[src/rtl/irq_router_pkg.sv]
package irq_router_pkg;
  localparam int unsigned FIELD_W      = 4;
  localparam int unsigned WORD_W       = 32;
  localparam int unsigned FLDS_PER_WRD = WORD_W / FIELD_W;
  localparam logic [FIELD_W-1:0] FLD_UNROUTED = '1;
  localparam logic [FIELD_W-1:0] FLD_RST_HOT  = FIELD_W'(5);

  // Reset routing value of one source: the GPIO-group lines start on level 12.
  function automatic logic [FIELD_W-1:0] reset_field(input int unsigned s);
    if (s == 19 || s == 20 || s == 94 || s == 95) return FLD_RST_HOT;
    return FLD_UNROUTED;
  endfunction
endpackage

[src/rtl/irq_cfg_store.sv]
module irq_cfg_store
  import irq_router_pkg::*;
#(
  parameter int unsigned NUM_SRC   = 96,
  parameter int unsigned ADDR_W    = 5,
  parameter int unsigned MASK_BASE = 16
) (
  input  logic                              clk,
  input  logic                              rst_n,
  input  logic                              wen,
  input  logic [ADDR_W-1:0]                 addr,
  input  logic [WORD_W-1:0]                 wdata,
  output logic [NUM_SRC-1:0][FIELD_W-1:0]   fld_q,
  output logic [NUM_SRC-1:0]                en_q
);
  localparam int unsigned N_FLD_WRD  = NUM_SRC / FLDS_PER_WRD;
  localparam int unsigned N_MASK_WRD = NUM_SRC / WORD_W;

  always_ff @(posedge clk or negedge rst_n) begin
    if (!rst_n) begin
      for (int s = 0; s < NUM_SRC; s++) fld_q[s] <= reset_field(s);
      en_q <= '1;
    end else if (wen) begin
      for (int w = 0; w < N_FLD_WRD; w++) begin
        if (addr == ADDR_W'(w)) begin
          for (int k = 0; k < FLDS_PER_WRD; k++)
            fld_q[w*FLDS_PER_WRD + k] <= wdata[k*FIELD_W +: FIELD_W];
        end
      end
      for (int m = 0; m < N_MASK_WRD; m++) begin
        if (addr == ADDR_W'(MASK_BASE + m)) en_q[m*WORD_W +: WORD_W] <= wdata;
      end
    end
  end
endmodule

[src/rtl/irq_route_matrix.sv]
module irq_route_matrix
  import irq_router_pkg::*;
#(
  parameter int unsigned NUM_SRC = 96,
  parameter int unsigned NUM_LVL = 8
) (
  input  logic                             clk,
  input  logic                             rst_n,
  input  logic [NUM_SRC-1:0]               src_irq,
  input  logic [NUM_SRC-1:0]               en,
  input  logic [NUM_SRC-1:0][FIELD_W-1:0]  fld,
  output logic [NUM_LVL-1:0][NUM_SRC-1:0]  bits_q,
  output logic [NUM_LVL-1:0]               req_q
);
  logic [NUM_SRC-1:0] gated;
  assign gated = src_irq & en;

  for (genvar l = 0; l < NUM_LVL; l++) begin : g_lvl
    logic [NUM_SRC-1:0] hit;
    // A field of NUM_LVL or above never equals any level index: unrouted.
    for (genvar s = 0; s < NUM_SRC; s++) begin : g_src
      assign hit[s] = gated[s] && (fld[s] == FIELD_W'(l));
    end
    always_ff @(posedge clk or negedge rst_n) begin
      if (!rst_n) begin
        bits_q[l] <= '0;
        req_q[l]  <= 1'b0;
      end else begin
        bits_q[l] <= hit;
        req_q[l]  <= |hit;
      end
    end
  end
endmodule

[src/rtl/irq_reg_read.sv]
module irq_reg_read
  import irq_router_pkg::*;
#(
  parameter int unsigned NUM_SRC   = 96,
  parameter int unsigned ADDR_W    = 5,
  parameter int unsigned MASK_BASE = 16,
  parameter int unsigned STAT_BASE = 20
) (
  input  logic                             clk,
  input  logic                             rst_n,
  input  logic                             ren,
  input  logic [ADDR_W-1:0]                addr,
  input  logic [NUM_SRC-1:0][FIELD_W-1:0]  fld,
  input  logic [NUM_SRC-1:0]               en,
  input  logic [NUM_SRC-1:0]               raw,
  output logic [WORD_W-1:0]                rdata_q
);
  localparam int unsigned N_FLD_WRD  = NUM_SRC / FLDS_PER_WRD;
  localparam int unsigned N_MASK_WRD = NUM_SRC / WORD_W;

  logic [WORD_W-1:0] word;

  always_comb begin
    word = '0;
    for (int w = 0; w < N_FLD_WRD; w++) begin
      if (addr == ADDR_W'(w)) begin
        for (int k = 0; k < FLDS_PER_WRD; k++)
          word[k*FIELD_W +: FIELD_W] = fld[w*FLDS_PER_WRD + k];
      end
    end
    for (int m = 0; m < N_MASK_WRD; m++) begin
      if (addr == ADDR_W'(MASK_BASE + m)) word = en[m*WORD_W +: WORD_W];
      if (addr == ADDR_W'(STAT_BASE + m)) word = raw[m*WORD_W +: WORD_W];
    end
  end

  always_ff @(posedge clk or negedge rst_n) begin
    if (!rst_n)   rdata_q <= '0;
    else if (ren) rdata_q <= word;
  end
endmodule

[src/rtl/irq_level_router.sv]
module irq_level_router
  import irq_router_pkg::*;
#(
  parameter int unsigned NUM_SRC   = 96,
  parameter int unsigned NUM_LVL   = 8,
  parameter int unsigned ADDR_W    = 5,
  parameter int unsigned MASK_BASE = 16,
  parameter int unsigned STAT_BASE = 20,
  localparam int unsigned SEL_W    = $clog2(NUM_LVL)
) (
  input  logic                 clk,
  input  logic                 rst_n,
  input  logic [NUM_SRC-1:0]   src_irq,
  input  logic                 reg_wen,
  input  logic                 reg_ren,
  input  logic [ADDR_W-1:0]    reg_addr,
  input  logic [WORD_W-1:0]    reg_wdata,
  output logic [WORD_W-1:0]    reg_rdata,
  input  logic [SEL_W-1:0]     lvl_sel,
  output logic [NUM_SRC-1:0]   lvl_vec,
  output logic [NUM_LVL-1:0]   level_req
);
  logic [NUM_SRC-1:0][FIELD_W-1:0] fld;
  logic [NUM_SRC-1:0]              en;
  logic [NUM_LVL-1:0][NUM_SRC-1:0] lvl_bits;

  irq_cfg_store #(.NUM_SRC(NUM_SRC), .ADDR_W(ADDR_W), .MASK_BASE(MASK_BASE)) u_cfg (
    .clk(clk), .rst_n(rst_n), .wen(reg_wen), .addr(reg_addr), .wdata(reg_wdata),
    .fld_q(fld), .en_q(en)
  );

  irq_route_matrix #(.NUM_SRC(NUM_SRC), .NUM_LVL(NUM_LVL)) u_route (
    .clk(clk), .rst_n(rst_n), .src_irq(src_irq), .en(en), .fld(fld),
    .bits_q(lvl_bits), .req_q(level_req)
  );

  irq_reg_read #(.NUM_SRC(NUM_SRC), .ADDR_W(ADDR_W), .MASK_BASE(MASK_BASE),
                 .STAT_BASE(STAT_BASE)) u_rd (
    .clk(clk), .rst_n(rst_n), .ren(reg_ren), .addr(reg_addr),
    .fld(fld), .en(en), .raw(src_irq), .rdata_q(reg_rdata)
  );

  assign lvl_vec = lvl_bits[lvl_sel];
endmodule

[config.mk]
export PLATFORM = sky130hd
export DESIGN_NAME = irq_level_router
export DESIGN_NICKNAME = d
export VERILOG_FILES = /design/src/rtl/irq_router_pkg.sv /design/src/rtl/irq_cfg_store.sv /design/src/rtl/irq_route_matrix.sv /design/src/rtl/irq_reg_read.sv /design/src/rtl/irq_level_router.sv
export SDC_FILE = /design/constraint.sdc
export NUM_CORES = 2
export LEC_CHECK = 0
export BUFFER_PORTS_ARGS = -buffer_cell sky130_fd_sc_hd__buf_4
export CORE_MARGIN = 8
export CORE_UTILIZATION = 45
export DETAILED_ROUTE_END_ITERATION = 10
export SLEW_MARGIN = 20
export SYNTH_ARGS = -nofsm -noshare
export SYNTH_HDL_FRONTEND = slang
export SYNTH_HIERARCHICAL = 1
export SYNTH_SLANG_ARGS = --single-unit
export TNS_END_PERCENT = 50
[constraint.sdc]
create_clock -name clk -period 3.2 [get_ports clk]
set_clock_uncertainty 0.05 [all_clocks]
set_input_delay 0 -clock clk [delete_from_list [all_inputs] [get_ports clk]]
set_output_delay 0 -clock clk [all_outputs]
set_load 0.1 [all_outputs]
# After elaboration in Yosys (flattened, before gate mapping)
# Index checks and enable logic that the tools add are counted.
[word_totals]
register_bits = 1288
inputBits = 140
output_inout_bits = 136
[classes]
magnitude_cmp = 1
eq_ne = 689
n_mux = 20
bitwise = 1
n_reduce_logical = 888
[ops]
columns = ["operator", "count"]
rows = [
  ["$eq A4 B3 Y1 const B", 384],
  ["$eq A4 B2 Y1 const B", 192],
  ["$logic_and A1 B1 Y1", 768],
  ["$reduce_or A96 Y1", 8],
  ["$mux W32", 18],
  ["$eq A4 B1 Y1 const B", 96],
  ["$logic_not A4 Y1", 96],
  ["$bmux W96 S3", 1],
  ["$and A96 B96 Y96", 1],
  ["$mux W96", 1],
  ["$eq A5 B5 Y1 const B", 6],
  ["$reduce_and A2 Y1", 15],
  ["$eq A5 B3 Y1 const B", 4],
  ["$eq A5 B4 Y1 const B", 4],
  ["$eq A5 B2 Y1 const B", 2],
  ["$eq A5 B1 Y1 const B", 1],
  ["$logic_not A5 Y1", 1],
  ["$lt A3 B4 Y1 const B", 1],
]

# Logic depth before layout (Yosys ltp)
[logic_depth]
word_depth = 19
mapped_depth = 10
mapped_depth_nobuf = 6

# Modules after synthesis
# The synthesis kept the hierarchy.
[by_module_without_submodules]
columns = ["module", "instances", "cells_each", "area_per_inst_um2", "seq_area_each_um2"]
rows = [
  ["irq_route_matrix", 1, 2315, 28199.5, 19418.6],
  ["irq_cfg_store", 1, 1062, 18858.1, 12602.1],
  ["irq_reg_read", 1, 995, 6640.1, 800.8],
  ["irq_level_router", 1, 342, 5764.3, 0.0],
]

# Least setup slack after synthesis
# OpenSTA, ideal clock, no wires.
[synth_path]
kind = "reg-to-reg"
start = "register u_cfg/fld_q[351] (netlist name)"
end = "register u_route.req_q[1]"
setup_time_ps = 139
arrival_time_ps = 2066
slack_ps = 945
path_stages_with_launch = 7
path_buffers = 0
synth_period_minus_slack_ps = 2255
path_cell_list = "dfstp_2 nand4bb_1 nor2_1 or4_1 nor4_2 nand4_1 or4_1"
[synth_via]
elab_chain_cells = 3
[synth_lines]
columns = ["item", "line", "source"]
rows = [
  ["from (decl)", "irq_cfg_store.sv:13", "output logic [NUM_SRC-1:0][FIELD_W-1:0] fld_q,"],
  ["from (signal, indexed assignment)", "irq_cfg_store.sv:27", "fld_q[w*FLDS_PER_WRD + k] <= wdata[k*FIELD_W +: FIELD_W];"],
  ["$eq A4 B1 Y1", "irq_route_matrix.sv:22", "assign hit[s] = gated[s] && (fld[s] == FIELD_W'(l));"],
  ["$logic_and A1 B1 Y1", "irq_route_matrix.sv:22", ""],
  ["named net u_route.g_lvl[1].hit[87]", "irq_route_matrix.sv:19", "logic [NUM_SRC-1:0] hit;"],
  ["$reduce_or A96 Y1", "irq_route_matrix.sv:30", "req_q[l] <= |hit;"],
  ["to (signal, indexed assignment)", "irq_route_matrix.sv:30", ""],
  ["to (decl)", "irq_route_matrix.sv:13", "output logic [NUM_LVL-1:0] req_q"],
]
# The timed path passes the listed nets, and every way through them passes these cells.
# A chain may end at the register's enable or synchronous reset.

# Worst setup path after layout
[layout_path]
start = "register u_cfg/fld_q[279] (netlist name)"
end = "register u_route.req_q[1]"
# The elaborated chain is that of the path after synthesis.

==> results.tsv <==
metric	value	unit
wl	357000	µm
synth_nets	4854	
cts_tree	built	
ant_nets	0	
worstPathRequired	3830	ps
maxSlewViolCount	0	
dieWidth	380	µm
setup_ws	-119	ps
synthFlopType	dfrtp_1	
layout_commonest_cell	dfrtp_1	
grt.overflow.total	0	
synth_edf_count	0	
drive_gt1_share	42.0	%
sw_frac_of_total	33.5	%
end_kind	register	
cp_slowest_cell	nor3_1	
grt_max_degree	83	
critPathLaunchType	register	
timing.fmax	301	MHz
area_growth	24.1	%
dieHeight	380	µm
clockPowerShare	35.5	%
num_vias	53345	
n_fill_cell	11084	
yosysWarnings	6	
cts_buffers	143	
initial_core_util	45.3	%
cap_violations	0	
worst_pin_slew	1430	ps
wl_per_cell	47.5	µm
netlist_area	0.0595	mm²
holdWs	53.8	ps
clkSlewWorstSetupHoldPaths	60	ps
path_class	register to register	
ys_ff_latch	1288	
gp_congestion	1.15	
switchingPower	16.4	mW
via_per_inst	7.10	
grt_pass1_vias	49543	
status	finished with violations	
hpwl	276000	µm
nets	5728	
p_int	32.5	mW
powerDensity	662	mW/mm²
hold_path_class	input port to register	
postSynthCellCount	4714	
async_flop_share	100	%
drc	0	
postCtsSetupBuffers	0	
rrSetupSlack	-120	ps
initialDrtViolationCount	8844	
mostFrequentLayoutCells	dfrtp_1 (816), buf_4 (766), mux2_2 (543), dfstp_2 (472), nor2_1 (454)	
antenna_found_initial	77	
path_common_cell	or4_1	
startpoint	u_cfg/fld_q[279]$_DFFE_PN1P_	
synth.avg_cell_area	12.6	µm²
cp_max_fo	5	
cts_sinks	1288	
p_leak	31.8	nW
synth.distinct_cells	83	
drtPass1Iterations	8	
dieArea	0.144	mm²
cp_data_arrival_time	3950	ps
rsz0062_at_grt	false	
power.total	48.8	mW
htree_levels	4	
p_comb_share	19.9	%
fin_crit	3320	ps
ys_seq_area_share	55.2	%
fin_crit_sh	104	%
hold_start	src_irq[2]	
grt_use_total	48.0	%
crit_path_cell_trace	nand4bb_1, nor2_1, or4_1, nor3_1, nand4_1, or4_1	
hold_viol_final	0	
io_pins	276	
worst_ir_drop_vdd	0.577	mV
clock_latency	820	ps
cts_buffer_depth	3	
grt_pass1_wl	466000	µm
timing.rr.start	u_cfg/fld_q[279]$_DFFE_PN1P_	
clockRootBuffer	clkbuf_16	
rows	133	
p_seq_share	44.6	%
violations	negative setup slack	
setup_viol	7	
critical-path-max-stage-delay	810	ps
relSlewSlack	3.64	%
io_buffers	275	
floorplan.core_area	0.131	mm²
## through the flow
| step | instance area (µm²) | setup slack [ps] | util (%) | TNS [ps] | cells |
|---|---|---|---|---|---|
| 2_1_floorplan | 59500 | 945 | - | 0 | 4714 |
| 3_3_place_gp | 67200 | 108 | 51.2 | 0 | 7046 |
| 3_5_place_dp | 67300 | 58.7 | 51.2 | 0 | 7046 |
| 4_1_cts | 73700 | 55.7 | 56.1 | 0 | 7461 |
| 5_1_grt | 73700 | 2.66 | 56.1 | 0 | 7463 |
| 6_report | 73800 | -119 | 56.2 | -247 | 7512 |
## cell usage after synthesis, types with 10 or more instances
| cell type | number | share of area (%) |
|---|---|---|
| o21ai_0 | 127 | 1.1 |
| nand2b_1 | 113 | 1.2 |
| nor4_1 | 308 | 3.2 |
| a221oi_1 | 20 | 0.29 |
| dfrtp_1 | 816 | 34 |
| buf_1 | 15 | 0.095 |
| mux2i_1 | 47 | 0.79 |
| inv_1 | 33 | 0.21 |
| o211ai_1 | 13 | 0.16 |
| or3b_2 | 21 | 0.31 |
| and3_1 | 16 | 0.17 |
| a21oi_1 | 133 | 1.1 |
| mux2_4 | 60 | 1.5 |
| nand4b_1 | 33 | 0.49 |
| nor3_1 | 245 | 2.1 |
| mux4_2 | 194 | 7.3 |
| mux2_2 | 543 | 10 |
| nand4bb_1 | 29 | 0.55 |
| nand4_1 | 45 | 0.47 |
| nor4b_1 | 64 | 0.94 |
| a222oi_1 | 10 | 0.17 |
| o221ai_1 | 27 | 0.40 |
| nor2_1 | 456 | 2.9 |
| nand3_1 | 89 | 0.75 |
| nor3b_1 | 22 | 0.28 |
| or3_1 | 22 | 0.23 |
| nand2_1 | 157 | 0.99 |
| dfstp_2 | 472 | 21 |
| nand3b_1 | 92 | 1.2 |
| buf_6 | 27 | 0.51 |
| nor2b_1 | 12 | 0.13 |
| a22oi_1 | 36 | 0.45 |
| o22ai_1 | 63 | 0.66 |
| a211oi_1 | 10 | 0.13 |
| or4_1 | 27 | 0.34 |
| buf_2 | 85 | 0.72 |
| clkbuf_1 | 98 | 0.62 |
## logic make-up (layout without fill, tap and decap cells)
kind of cell	Yosys count	in the layout	synth area share, %
simple gates	1792	1792	16.8
compound gates	515	515	5.53
flops	1288	1288	55.2
buf+inv	272	1264	2.43
other cells	0	51	0
mux	847	847	20.0
## final cells by class
type | instances | area [µm²] | share of cell area [%]
Clock inverter | 46 | 654 | 0.886
Timing Repair Buffer | 965 | 8220 | 11.1
Inverter | 36 | 135 | 0.183
Antenna cell | 51 | 128 | 0.173
Sequential cell | 1288 | 32800 | 44.5
Clock buffer | 217 | 4230 | 5.73
Tap cell | 1755 | 2200 | 2.97
Multi-Input combinational cell | 3154 | 25400 | 34.5
## power groups by stage
stage          logic (mW)  clock network [mW]  registers (mW)
2_1_floorplan        4.09                   0            21.0
3_3_place_gp         9.01                   0            21.7
3_5_place_dp         9.06                   0            21.8
4_1_cts              9.26                17.4            21.6
5_1_grt              9.71                18.0            21.9
6_report             9.70                17.3            21.8
## worst max-delay path, delay by kind of cell, from the launching register on
| kind | cells | cell delay (ps) |
|---|---|---|
| simple gates | 6 | 2560 |
| flops | 1 | 580 |
## path summary, 6_finish.rpt
check / to / depth (start not counted)
setup / recovery: u_route/req_q[1]$_DFF_PN0_ / 6
hold / removal: u_route/bits_q[482]$_DFF_PN0_ / 4
setup reg to reg: u_route/req_q[1]$_DFF_PN0_ / 6
hold reg to reg: u_rd/rdata_q[21]$_DFFE_PN0P_ / 2
max in group asynchronous: u_cfg/fld_q[273]$_DFFE_PN1P_ / 3
min in group asynchronous: u_cfg/fld_q[31]$_DFFE_PN1P_ / 2
## sequential cells by signal, indices dropped and copies added, names as in the netlist
name	flops
u_route/req_q	8
u_cfg/fld_q	384
u_cfg/en_q	96
u_route/bits_q	768
u_rd/rdata_q	32
## timing repair
item / in CTS / in global routing
hold buffers: 152 / 0
gates resized for setup: 0 / 1
endpoints found under the hold margin: 2160 / 0
endpoints found under the setup margin: 0 / 1
## routing by layer
layer	routed length [µm]	GRT usage (%)	vias to the layer above
li1	-	-	19756
met1	130000	60.7	27777
met3	49200	18.8	1193
met2	142000	65.2	4607
met4	36100	38.0	12
met5	77	0	-
No activity file was read; power rests on OpenSTA's default activity.
